==> config.mk <==
export PLATFORM = sky130hd
export DESIGN_NAME = imm_exec_unit
export DESIGN_NICKNAME = d
export VERILOG_FILES = /design/src/rtl/imm_exec_pkg.sv /design/src/rtl/imm_decode.sv /design/src/rtl/imm_alu.sv /design/src/rtl/imm_regfile.sv /design/src/rtl/imm_exec_unit.sv
export SDC_FILE = /design/constraint.sdc
export NUM_CORES = 2
export LEC_CHECK = 0
export BUFFER_PORTS_ARGS = -buffer_cell sky130_fd_sc_hd__buf_2
export CAP_MARGIN = 20
export CORE_MARGIN = 5
export CORE_UTILIZATION = 42
export DETAILED_ROUTE_END_ITERATION = 10
export PLACE_DENSITY = 0.62
export SYNTH_ARGS = -nofsm -noshare
export SYNTH_HDL_FRONTEND = slang
export SYNTH_HIERARCHICAL = 1
export SYNTH_SLANG_ARGS = --single-unit
==> constraint.sdc <==
create_clock -name clk_i -period 11.8 [get_ports clk_i]
set_clock_uncertainty 0.15 [all_clocks]
set_input_delay 2.36 -clock clk_i [delete_from_list [all_inputs] [get_ports clk_i]]
set_output_delay 2.36 -clock clk_i [all_outputs]
set_load 0.05 [all_outputs]
==> src/rtl/imm_exec_pkg.sv <==
package imm_exec_pkg;
  localparam int unsigned XLEN     = 32;
  localparam int unsigned NREGS    = 32;
  localparam int unsigned RIDX_W   = $clog2(NREGS);
  localparam int unsigned OPC_W    = 6;
  localparam int unsigned CONST_W  = 16;
  localparam int unsigned OPC_LSB  = XLEN - OPC_W;
  localparam int unsigned SRC_LSB  = OPC_LSB - RIDX_W;
  localparam int unsigned DST_LSB  = SRC_LSB - RIDX_W;

  localparam logic [OPC_W-1:0] OPC_ADDI = 6'd8;
  localparam logic [OPC_W-1:0] OPC_SLTI = 6'd10;
  localparam logic [OPC_W-1:0] OPC_ORI  = 6'd13;
  localparam logic [OPC_W-1:0] OPC_LUI  = 6'd15;

  typedef enum logic [2:0] {
    K_NONE, K_ADD, K_SLT, K_OR, K_UPPER
  } op_kind_e;

  typedef struct packed {
    op_kind_e          kind;
    logic [RIDX_W-1:0] src;
    logic [RIDX_W-1:0] dst;
    logic [XLEN-1:0]   opnd;
  } dec_t;
endpackage

==> src/rtl/imm_decode.sv <==
module imm_decode
  import imm_exec_pkg::*;
(
  input  logic [XLEN-1:0] instr_i,
  output dec_t            dec_o
);
  logic [OPC_W-1:0]   opc;
  logic [CONST_W-1:0] cst;

  assign opc = instr_i[XLEN-1 -: OPC_W];
  assign cst = instr_i[CONST_W-1:0];

  always_comb begin
    dec_o.src = instr_i[SRC_LSB +: RIDX_W];
    dec_o.dst = instr_i[DST_LSB +: RIDX_W];
    unique case (opc)
      OPC_ADDI: begin
        dec_o.kind = K_ADD;
        dec_o.opnd = {{(XLEN-CONST_W){cst[CONST_W-1]}}, cst};
      end
      OPC_SLTI: begin
        dec_o.kind = K_SLT;
        dec_o.opnd = {{(XLEN-CONST_W){cst[CONST_W-1]}}, cst};
      end
      OPC_ORI: begin
        dec_o.kind = K_OR;
        dec_o.opnd = {{(XLEN-CONST_W){1'b0}}, cst};
      end
      OPC_LUI: begin
        dec_o.kind = K_UPPER;
        dec_o.opnd = {cst, {(XLEN-CONST_W){1'b0}}};
      end
      default: begin
        dec_o.kind = K_NONE;
        dec_o.opnd = '0;
      end
    endcase
  end
endmodule

==> src/rtl/imm_alu.sv <==
module imm_alu
  import imm_exec_pkg::*;
(
  input  op_kind_e        kind_i,
  input  logic [XLEN-1:0] src_i,
  input  logic [XLEN-1:0] opnd_i,
  output logic [XLEN-1:0] res_o,
  output logic            wr_ok_o
);
  always_comb begin
    wr_ok_o = 1'b1;
    unique case (kind_i)
      K_ADD:   res_o = src_i + opnd_i;
      K_SLT:   res_o = {{(XLEN-1){1'b0}}, ($signed(src_i) < $signed(opnd_i))};
      K_OR:    res_o = src_i | opnd_i;
      K_UPPER: res_o = opnd_i;
      default: begin
        res_o   = '0;
        wr_ok_o = 1'b0;
      end
    endcase
  end
endmodule

==> src/rtl/imm_regfile.sv <==
module imm_regfile
  import imm_exec_pkg::*;
(
  input  logic              clk_i,
  input  logic              rst_ni,
  input  logic              we_i,
  input  logic [RIDX_W-1:0] waddr_i,
  input  logic [XLEN-1:0]   wdata_i,
  input  logic [RIDX_W-1:0] raddr_a_i,
  output logic [XLEN-1:0]   rdata_a_o,
  input  logic [RIDX_W-1:0] raddr_b_i,
  output logic [XLEN-1:0]   rdata_b_o
);
  logic [XLEN-1:0] regs_q [NREGS];

  // entry 0 is hardwired; only entries 1.. are storage
  assign regs_q[0] = '0;

  for (genvar g = 1; g < NREGS; g++) begin : g_reg
    always_ff @(posedge clk_i or negedge rst_ni) begin
      if (!rst_ni)                                   regs_q[g] <= '0;
      else if (we_i && waddr_i == RIDX_W'(g))        regs_q[g] <= wdata_i;
    end
  end

  assign rdata_a_o = regs_q[raddr_a_i];
  assign rdata_b_o = regs_q[raddr_b_i];
endmodule

==> src/rtl/imm_exec_unit.sv <==
module imm_exec_unit
  import imm_exec_pkg::*;
(
  input  logic              clk_i,
  input  logic              rst_ni,
  input  logic              valid_i,
  input  logic [XLEN-1:0]   instr_i,
  input  logic [RIDX_W-1:0] dbg_addr_i,
  output logic [XLEN-1:0]   dbg_data_o
);
  dec_t            dec;
  logic [XLEN-1:0] src_val;
  logic [XLEN-1:0] res;
  logic            wr_ok;
  logic            we;

  imm_decode u_dec (
    .instr_i (instr_i),
    .dec_o   (dec)
  );

  imm_alu u_alu (
    .kind_i  (dec.kind),
    .src_i   (src_val),
    .opnd_i  (dec.opnd),
    .res_o   (res),
    .wr_ok_o (wr_ok)
  );

  assign we = valid_i && wr_ok;

  imm_regfile u_rf (
    .clk_i     (clk_i),
    .rst_ni    (rst_ni),
    .we_i      (we),
    .waddr_i   (dec.dst),
    .wdata_i   (res),
    .raddr_a_i (dec.src),
    .rdata_a_o (src_val),
    .raddr_b_i (dbg_addr_i),
    .rdata_b_o (dbg_data_o)
  );
endmodule

==> impl_metrics.csv <==
group,metric,value,unit
yosys,synth_cell_type_count,72,
global_routing,grt_use_total,0.250,
route,vias,38700,
setup_path,endpoint_kind,"primary output",
finish,registers.top_by_ff_count,"u_rf/regs_q",
yosys,synth.area.top_cells,"dfrtp_1, mux2_2, mux4_2, a22o_1, mux2i_1",
global_routing,first_global_vias,39500,
floorplanning,core_area,136000,sq um
global_routing,overflow,0,
route,drtIter0Drc,3857,
clock_tree,htree_levels,3,
yosys,synth.cell_area,57600,sq um
route,via_per_inst,6.47,
clock_tree,cts.repair.resized,0,
timing,clock.fmax,116,MHz
finish,largest_reg_flops,992,
timing,setup_ws,3.20,ns
route,drc,0,
floorplanning,io_pins,72,
finish,reg_top3,"u_rf/regs_q x992",
yosys,syn_nets,4390,
timing,rsz0062_at_grt,"no",
timing,setup-violations-final,0,
clock_tree,clk_latency,0.75,ns
finish,area_delta_synth_final,9.89,%
timing,slew_violations,0,
flow_run,cap_violations,0,
clock_tree,post_cts_buffers,0,
setup_path,crit_slowest_cell,"and2_2",
clock_tree,hold_buffers,0,
yosys,synth.most_common_cell,"dfrtp_1",
yosys,synthArstFlopShare,1.00,
route,wire_per_inst,30.6,um
timing,tightest_slew,1.20,ns
place,port_buffers,71,
clock_tree,clkTransAtPathRegs,0.06,ns
global_routing,grt_use_met1,0.354,
power,power.density,120,nW/um^2
timing,hold_viol_final,0,
setup_path,critPathRequiredTime,9.29,ns
setup_path,cpPeakStageDelay,1.07,ns
yosys,yosys.area.top_type,"dfrtp_1",
clock_tree,numCtsBuffers,112,
power,ir_drop,0.0947,mV
setup_path,critPathArrivalTime,6.09,ns
timing,whs,0.360,ns
power,cellLeakagePower,29.0,nW
hold_path,hp-class,"flip-flop to flip-flop",
setup_path,r2r_slack,6.75,ns
yosys,postSynthCellCount,4254,
yosys,yosysWarnings,6,
clock_tree,cts_buffer_depth,3,
floorplanning,fp.dieW,380,um
yosys,ys_seq_area_frac,0.431,
yosys,synth-seq-cells,992,
clock_tree,cts_root_buffer,"clkbuf_16",
setup_path,crit_chain,"buf_4 > buf_4 > and2_2 > buf_4 > a22o_1 > o21ai_1 > o31ai_1 > buf_2",
setup_path,crit_top_cell,"buf_4",
place,dp_slack,2.73,ns
yosys,ys.flop_type,"dfrtp_1",
global_routing,grt_pass1_wl,273,mm
floorplanning,die-area,145000,sq um
floorplanning,start_util,0.424,
floorplanning,rows,135,
global_routing,met3_usage,0.0549,
global_routing,grt_max_degree,172,
global_routing,busiest_layer,"met2",
finish,nets,4239,
status,outcome,"completed",
route,first_pass_iters,6,
floorplanning,die_h,380,um
global_routing,use_met2,0.388,
place,place.gp.congestion,0.967,
yosys,synth_edf_count,0,
setup_path,path_class,"input pin to primary output",
finish,drive_gt1_frac,0.430,
timing,min_period_over_period,0.729,
yosys,synth_area_per_cell,13.5,sq um
global_routing,antenna_found_initial,7,
route,postRouteAntennaNets,0,
timing,worst_slew_margin_rel,0.201,
yosys,synth_top_area_frac,0.431,
route,drt-total-wl,183,mm
clock_tree,clock-sinks,992,
timing,period_minus_slack,8.60,ns
setup_path,startpoint_type,"input pin",
place,dp_hpwl,112,mm
setup_path,crit_path_max_fanout,41,
yosys,ys_top_cells_by_count,"dfrtp_1, mux2_2, mux4_2",
clock_tree,cts_tree,"built",
timing,setup_tns,0,ns
[through the flow]
step                      power [mW]  cell area, sq um  cells   util
after floorplan                 3.76             57600   4254      -
after global placement          3.98             59300   5766  0.437
after detailed placement        3.98             59300   5768  0.437
after global routing            7.87             63300   5979  0.466
final                           7.62             63300   5980  0.466
after CTS                       7.69             63200   5977  0.466
[path summary, 6_finish.rpt]
path                                   from               end  cells past startpoint
max                           dbg_addr_i[3]    dbg_data_o[21]                      8
min in group asynchronous            rst_ni  u_rf/regs_q[322]                      1
max in group asynchronous            rst_ni  u_rf/regs_q[555]                      3
min reg2reg                u_rf/regs_q[547]  u_rf/regs_q[547]                      1
max reg2reg                u_rf/regs_q[161]  u_rf/regs_q[315]                     16
min                        u_rf/regs_q[547]  u_rf/regs_q[547]                      1
[critical path, delay by kind of cell]
family | cells | cell delay, ns
AOI/OAI and AO/OA | 3 | 0.56
buffers and inverters | 4 | 2.02
and+or+nand+nor | 1 | 1.07
[metal layers]
metal / vias to the layer above / part of all wire
li1: 15900 / -
met1: 20800 / 0.43
met2: 1647 / 0.46
met3: 339 / 0.083
met4: 8 / 0.030
met5: - / 0.00031
[power breakdown]
group          total, mW  internal [mW]  switching (mW)
combinational      0.518          0.135           0.383
sequential          3.41           3.40         0.00146
clock               3.70           2.20            1.50
total               7.62           5.74            1.88
[cell usage in the layout, fill, tap and decap left out, drive strengths merged, types with 4 or more instances in the layout]
| cell type | instances |
|---|---|
| bufinv | 12 |
| ha | 95 |
| a211oi | 82 |
| nor4 | 8 |
| mux2i | 167 |
| a21oi | 68 |
| buf | 192 |
| xnor2 | 20 |
| xor2 | 9 |
| o31ai | 67 |
| nand4 | 21 |
| o22ai | 64 |
| nand3 | 10 |
| nor2b | 13 |
| mux4 | 384 |
| a31oi | 6 |
| clkbuf | 161 |
| o21ai | 85 |
| o221ai | 22 |
| clkinv | 29 |
| and2 | 39 |
| o21bai | 14 |
| inv | 107 |
| and3 | 33 |
| or3 | 4 |
| nor2 | 52 |
| nor3 | 8 |
| nand2 | 124 |
| a21o | 5 |
| nand2b | 9 |
| a22o | 199 |
| clkinvlp | 4 |
| dfrtp | 992 |
| a32oi | 4 |
| mux2 | 1055 |
[cells by family (layout without fill, tap and decap cells)]
family / Yosys count / in the layout / share of synthesized area
simple gates: 333 / 333 / 0.0294
flops: 992 / 992 / 0.431
buf+inv: 561 / 505 / 0.0460
xor+xnor: 29 / 29 / 0.00441
mux: 1606 / 1606 / 0.385
fa+ha+maj: 96 / 96 / 0.0210
other cells: 0 / 1 / 0
compound gates: 637 / 637 / 0.0826
[layout make-up]
type	count	area (sq um)
inverters	104	392
clock buffers	161	3300
clock inverters	48	607
well taps	1781	2230
flip-flops and latches	992	24800
multi-input cells	2701	30500
fillers	12100	72500
repair buffers	192	1470
diodes	1	2.50
Note: power is estimated with default switching activity, not from simulation.
